==> config.mk <==
export PLATFORM = sky130hd
export DESIGN_NAME = pwmd_top
export DESIGN_NICKNAME = d
export VERILOG_FILES = /design/src/rtl/pwmd_pkg.sv /design/src/rtl/pwmd_timebase.sv /design/src/rtl/pwmd_duty_latch.sv /design/src/rtl/pwmd_shaper.sv /design/src/rtl/pwmd_top.sv
export SDC_FILE = /design/constraint.sdc
export NUM_CORES = 1
export LEC_CHECK = 0
export ABC_CLOCK_PERIOD_IN_PS = 5000
export BUFFER_PORTS_ARGS = -buffer_cell sky130_fd_sc_hd__buf_2
export CAP_MARGIN = 10
export CELL_PAD_IN_SITES_DETAIL_PLACEMENT = 1
export CELL_PAD_IN_SITES_GLOBAL_PLACEMENT = 1
export CORE_MARGIN = 3
export CORE_UTILIZATION = 48
export CTS_CLUSTER_DIAMETER = 60
export DETAILED_ROUTE_END_ITERATION = 16
export PLACE_DENSITY_LB_ADDON = 0.05
export SKIP_CTS_REPAIR_TIMING = 1
export SLEW_MARGIN = 25
export SYNTH_ARGS = -nofsm -noshare
export SYNTH_HDL_FRONTEND = slang
export SYNTH_HIERARCHICAL = 1
export SYNTH_SLANG_ARGS = --single-unit
==> constraint.sdc <==
create_clock -name clk -period 5 [get_ports clk]
set_clock_uncertainty 0.15 [all_clocks]
set_input_delay 1 -clock clk [delete_from_list [all_inputs] [get_ports clk]]
set_output_delay 1 -clock clk [all_outputs]
set_load 0.02 [all_outputs]
==> src/rtl/pwmd_pkg.sv <==
package pwmd_pkg;

    localparam int unsigned SUB_BITS         = 4;
    localparam int unsigned STEP_BITS        = 8;
    localparam int unsigned DUTY_BITS        = SUB_BITS + STEP_BITS;
    localparam int unsigned NUM_SUBS         = 1 << SUB_BITS;
    localparam int unsigned STEPS_PER_SUB    = 1 << STEP_BITS;
    localparam int unsigned STEPS_PER_PERIOD = NUM_SUBS * STEPS_PER_SUB;

    typedef logic [SUB_BITS-1:0]  sub_t;
    typedef logic [STEP_BITS-1:0] step_t;

    // Position of the step about to be emitted.
    typedef struct packed {
        sub_t  sub;
        step_t step;
    } pos_t;

    // Duty word layout: base high length above the fractional selector.
    typedef struct packed {
        step_t base;
        sub_t  frac;
    } duty_t;

    // The lowest set bit of the subsection index picks which fractional bit
    // governs it: index bit k maps to fraction bit (SUB_BITS-1-k).
    function automatic logic dither_pick(sub_t s, sub_t frac);
        logic pick;
        logic found;
        pick  = 1'b0;
        found = 1'b0;
        for (int k = 0; k < int'(SUB_BITS); k++) begin
            if (!found && s[k]) begin
                found = 1'b1;
                pick  = frac[int'(SUB_BITS) - 1 - k];
            end
        end
        return pick;
    endfunction

    // High length of one subsection; a full-scale base never gets the bump.
    function automatic step_t sub_high_len(sub_t s, duty_t d);
        logic bump;
        bump = dither_pick(s, d.frac) && (d.base != '1);
        return d.base + step_t'(bump);
    endfunction

    function automatic logic level_at(pos_t p, duty_t d);
        return p.step < sub_high_len(p.sub, d);
    endfunction

endpackage

==> src/rtl/pwmd_timebase.sv <==
module pwmd_timebase
    import pwmd_pkg::*;
(
    input  logic clk,
    input  logic rst,
    input  logic tick,
    output pos_t pos,
    output logic at_origin
);

    always_ff @(posedge clk) begin
        if (rst) begin
            pos <= '0;
        end else if (tick) begin
            pos.step <= pos.step + 1'b1;
            if (pos.step == '1) begin
                pos.sub <= pos.sub + 1'b1;
            end
        end
    end

    assign at_origin = (pos == '0);

endmodule

==> src/rtl/pwmd_duty_latch.sv <==
module pwmd_duty_latch
    import pwmd_pkg::*;
(
    input  logic                 clk,
    input  logic                 rst,
    input  logic                 tick,
    input  logic                 at_origin,
    input  logic [DUTY_BITS-1:0] duty_in,
    output duty_t                held,
    output duty_t                eff
);

    logic  load;
    duty_t incoming;

    assign load     = tick && at_origin;
    assign incoming = duty_t'(duty_in);

    always_ff @(posedge clk) begin
        if (rst) begin
            held <= '0;
        end else if (load) begin
            held <= incoming;
        end
    end

    // Step 0 of a period already uses the word being captured.
    assign eff = at_origin ? incoming : held;

endmodule

==> src/rtl/pwmd_shaper.sv <==
module pwmd_shaper
    import pwmd_pkg::*;
(
    input  logic  clk,
    input  logic  rst,
    input  logic  tick,
    input  logic  at_origin,
    input  pos_t  pos,
    input  duty_t eff,
    output logic  pwm_q,
    output logic  start_q
);

    logic next_level;

    assign next_level = level_at(pos, eff);

    always_ff @(posedge clk) begin
        if (rst) begin
            pwm_q   <= 1'b0;
            start_q <= 1'b0;
        end else begin
            start_q <= tick && at_origin;
            if (tick) begin
                pwm_q <= next_level;
            end
        end
    end

endmodule

==> src/rtl/pwmd_top.sv <==
module pwmd_top
    import pwmd_pkg::*;
(
    input  logic                 clk,
    input  logic                 rst,
    input  logic                 tick,
    input  logic [DUTY_BITS-1:0] duty_in,
    output logic                 pwm_out,
    output logic                 cycle_start
);

    pos_t  pos;
    logic  at_origin;
    duty_t duty_held;
    duty_t duty_eff;

    pwmd_timebase u_timebase (
        .clk       (clk),
        .rst       (rst),
        .tick      (tick),
        .pos       (pos),
        .at_origin (at_origin)
    );

    pwmd_duty_latch u_latch (
        .clk       (clk),
        .rst       (rst),
        .tick      (tick),
        .at_origin (at_origin),
        .duty_in   (duty_in),
        .held      (duty_held),
        .eff       (duty_eff)
    );

    pwmd_shaper u_shaper (
        .clk       (clk),
        .rst       (rst),
        .tick      (tick),
        .at_origin (at_origin),
        .pos       (pos),
        .eff       (duty_eff),
        .pwm_q     (pwm_out),
        .start_q   (cycle_start)
    );

endmodule

==> metrics.txt <==
outcome=finished clean; num rows=20; Worst-Margin Slew=0.839 ns; Most used DFF post-synth=dfxtp_1; worst hold slack=0.386 ns; share of post-route cells with drive strength above 1=20.1%; proportion of synthesized chip area in sequential cells=30.9%; violation count after the first detailed-routing iteration=82; number of enable flip-flop cells after synthesis=0; maximum clock insertion buffer count=2; category of the worst setup path capture point=flop; number of clock buffers inserted by TritonCTS=3; Core ar.=3200 um^2; number of endpoints failing setup at the final stage=0; Critical Path Source Type=flop; final net count=224; max-cap violations=0; DR DRC count=0; unrepaired setup endpoints after global routing=no; number of antenna violations at the first check in global routing=0; TritonCTS clock tree=done; share of the core filled with cells=55.6%; number of global-route vias before repair=1,501; Yosys top cell by area=dfxtp_1; minimum clock period=4.18 ns; post-synthesis sequential element count=26; gate count after technology mapping=183; Lkg Pwr=0.687 nW; count of buffers inserted at the top-level ports=16; worst setup timing slack at the placement stage=0.886 ns; Power Total=0.421 mW; FFs w/ async S/R, synth=0%; net load switching power=0.127 mW; total overflow reported by the global router=0; number of distinct standard cells referenced by the synthesized netlist=39; synth warn=6; Initial Utilization=52.6%; netlist area before placement=1690 um^2; Inserted Diodes=0; total via count in the routed design=1,411; Final TNS setup=0 ns; critical path fanouts, max=24; RePlAce Congestion=0.919; combinational share of power=25.4%; clock edge transition at the registers on the reported setup and hold paths=0.13 ns; total iterations of the first detailed-routing run=4; area overhead of the layout relative to synthesis=5.72%; P_int=0.294 mW; number of nets produced by synthesis=211; aggregate routed wire length=4100 um; average size of a mapped cell=9.21 um^2; class of the tightest hold or removal check=flop to flop; maximum clock rate=239 MHz; IO Pins=17; switching share of power=30.2%; detailed placer's ending HPWL=3050 um; GR Util All Layers=20.8%; arrival time at the worst endpoint=4.27 ns; die height=65.3 um; Vias per Instance=5.93; root buffer cell=clkbuf_4; final worst setup slack=0.820 ns; critical path data required time=5.09 ns; number of fillers in the final layout=398; die width=65.3 um; area share of the largest cell type after synthesis=30.9%; wire length of the first global-routing pass=7020 um; Die Outline Area=4260 um^2; maximum number of pins on one net before global-route repair=35; insertion delay of the later-clocked pin in the worst-skew pair=0.32 ns; area of combinational cells with multiple inputs=1070 um^2; count of H-tree levels built during CTS=1; Tcrit/Tclk final=83.6%; final hold violations=0; leading cell types by total area after synthesis=dfxtp_1 (31%), ha_1 (9.7%), mux2_2 (8.7%), a21bo_1 (6.5%), a21oi_1 (5.9%); mean routed wirelength per cell=17.2 um; type of the worst setup path=flop to flop; final max-slew violation count=0; clock share of power=20.8%; highest ir drop seen on vdd=0.109 mV; relative contribution of sequential cells to total power=53.8%; Clock Sinks=26; register area=520 um^2; remaining number of nets flagged by the antenna check after routing=0; PwrDens=236 nW/um^2; worst max-slew margin expressed relative to the limit=44.1%
[registers in the layout (all words and copies together) (netlist names)]
| signal | flops |
|---|---|
| u_latch/held | 12 |
| u_shaper/pwm_q | 1 |
| u_shaper/start_q | 1 |
| u_timebase/pos | 12 |
[cells in the mapped netlist (2+ instances only)]
master / number
buf_2: 4
a21oi_1: 20
nand2_1: 7
inv_1: 8
nor3b_1: 2
o21ai_0: 5
or4_1: 3
ha_1: 13
xnor2_1: 2
nor2_1: 7
dfxtp_1: 26
a21bo_1: 11
buf_6: 2
o31ai_1: 3
xor2_1: 9
nand3_1: 20
mux2_2: 13
and4_1: 2
nor4_1: 2
nand4_1: 5
[metrics by stage]
stage | std cells | instance area [um^2]
after floorplan | 183 | 1690
after global placement | 235 | 1760
after detailed placement | 235 | 1760
after CTS | 238 | 1780
after global routing | 238 | 1780
final | 238 | 1780
[logic make-up (layout without fill, tap and decap cells)]
kind of cell	after synthesis	in the layout	synth area share, %
XOR/XNOR	11	11	5.72
flip-flops	26	26	30.9
AND/OR/NAND/NOR	55	55	19.2
adder cells (fa/ha/maj)	13	13	9.65
buffers and inverters	17	28	5.86
AO/OA/AOI/OAI	47	47	19.4
multiplexers	14	14	9.28
[power groups by stage]
stage	Sequential (mW)	Combinational (mW)	Clock (mW)
after floorplan	0.229	0.0878	0
after global placement	0.230	0.101	0
after detailed placement	0.231	0.107	0
after CTS	0.226	0.107	0.0919
after global routing	0.227	0.118	0.107
final	0.226	0.107	0.0876
[worst max-delay path, cell delays in order (launching register included)]
cell and delay (ns):
dfxtp_1 0.40, nor4_1 0.32, and4_1 0.80, buf_4 0.33
mux2_2 0.39, nand3_1 0.11, a2bb2oi_1 0.24, ha_1 0.29
nand3_1 0.11, xor2_1 0.15, ha_1 0.30, a211oi_1 0.23
o21ai_0 0.12, a22oi_1 0.15
[layout by cell type (no fill, tap or decap)]
cell / n
or3_2: 1
a221o_1: 1
buf_4: 1
nand3_1: 20
o211ai_1: 1
xor2_1: 9
nand2_1: 7
and3b_1: 1
inv_1: 8
nand3b_1: 1
or4_1: 3
o2111ai_1: 1
a21oi_1: 20
mux2i_1: 1
a2bb2oi_1: 1
nor4_1: 2
nor2b_1: 1
clkbuf_4: 3
a21bo_2: 1
a22oi_1: 1
xnor2_1: 2
nor2_1: 7
nand4_4: 1
buf_2: 16
and4_2: 1
and4_4: 1
mux2_2: 13
nand4_1: 5
dfxtp_1: 26
o21ai_0: 5
o31ai_1: 3
a21bo_1: 11
nor3b_1: 2
a211oi_1: 1
a21oi_2: 1
and4_1: 2
ha_1: 13
[metal layers]
metal  up-vias  track usage [%]  wire length (um)
li1        700                -                 -
met4         0             5.44                19
met1       688             27.4              2090
met2        21             35.3              1890
met5         -                0                 0
met3         2             3.08               100
[final cells by class]
class | instances | area share [%]
Inverter | 8 | 1.69
Multi-Input combinational cell | 140 | 59.8
Timing Repair Buffer | 17 | 4.92
Clock buffer | 3 | 1.26
Sequential cell | 26 | 29.2
Tap cell | 44 | 3.09
[final timing paths]
check / start / end / slack, ns / cells past startpoint
max: u_timebase/pos[5]$_SDFFE_PP0P_ / u_shaper/pwm_q$_SDFFE_PP0P_ / 0.82 / 13
min: u_shaper/pwm_q$_SDFFE_PP0P_ / u_shaper/pwm_q$_SDFFE_PP0P_ / 0.39 / 2
max reg2reg: u_timebase/pos[5]$_SDFFE_PP0P_ / u_shaper/pwm_q$_SDFFE_PP0P_ / 0.82 / 13
min reg2reg: u_shaper/pwm_q$_SDFFE_PP0P_ / u_shaper/pwm_q$_SDFFE_PP0P_ / 0.39 / 2
Note: power is estimated with default switching activity, not from simulation.
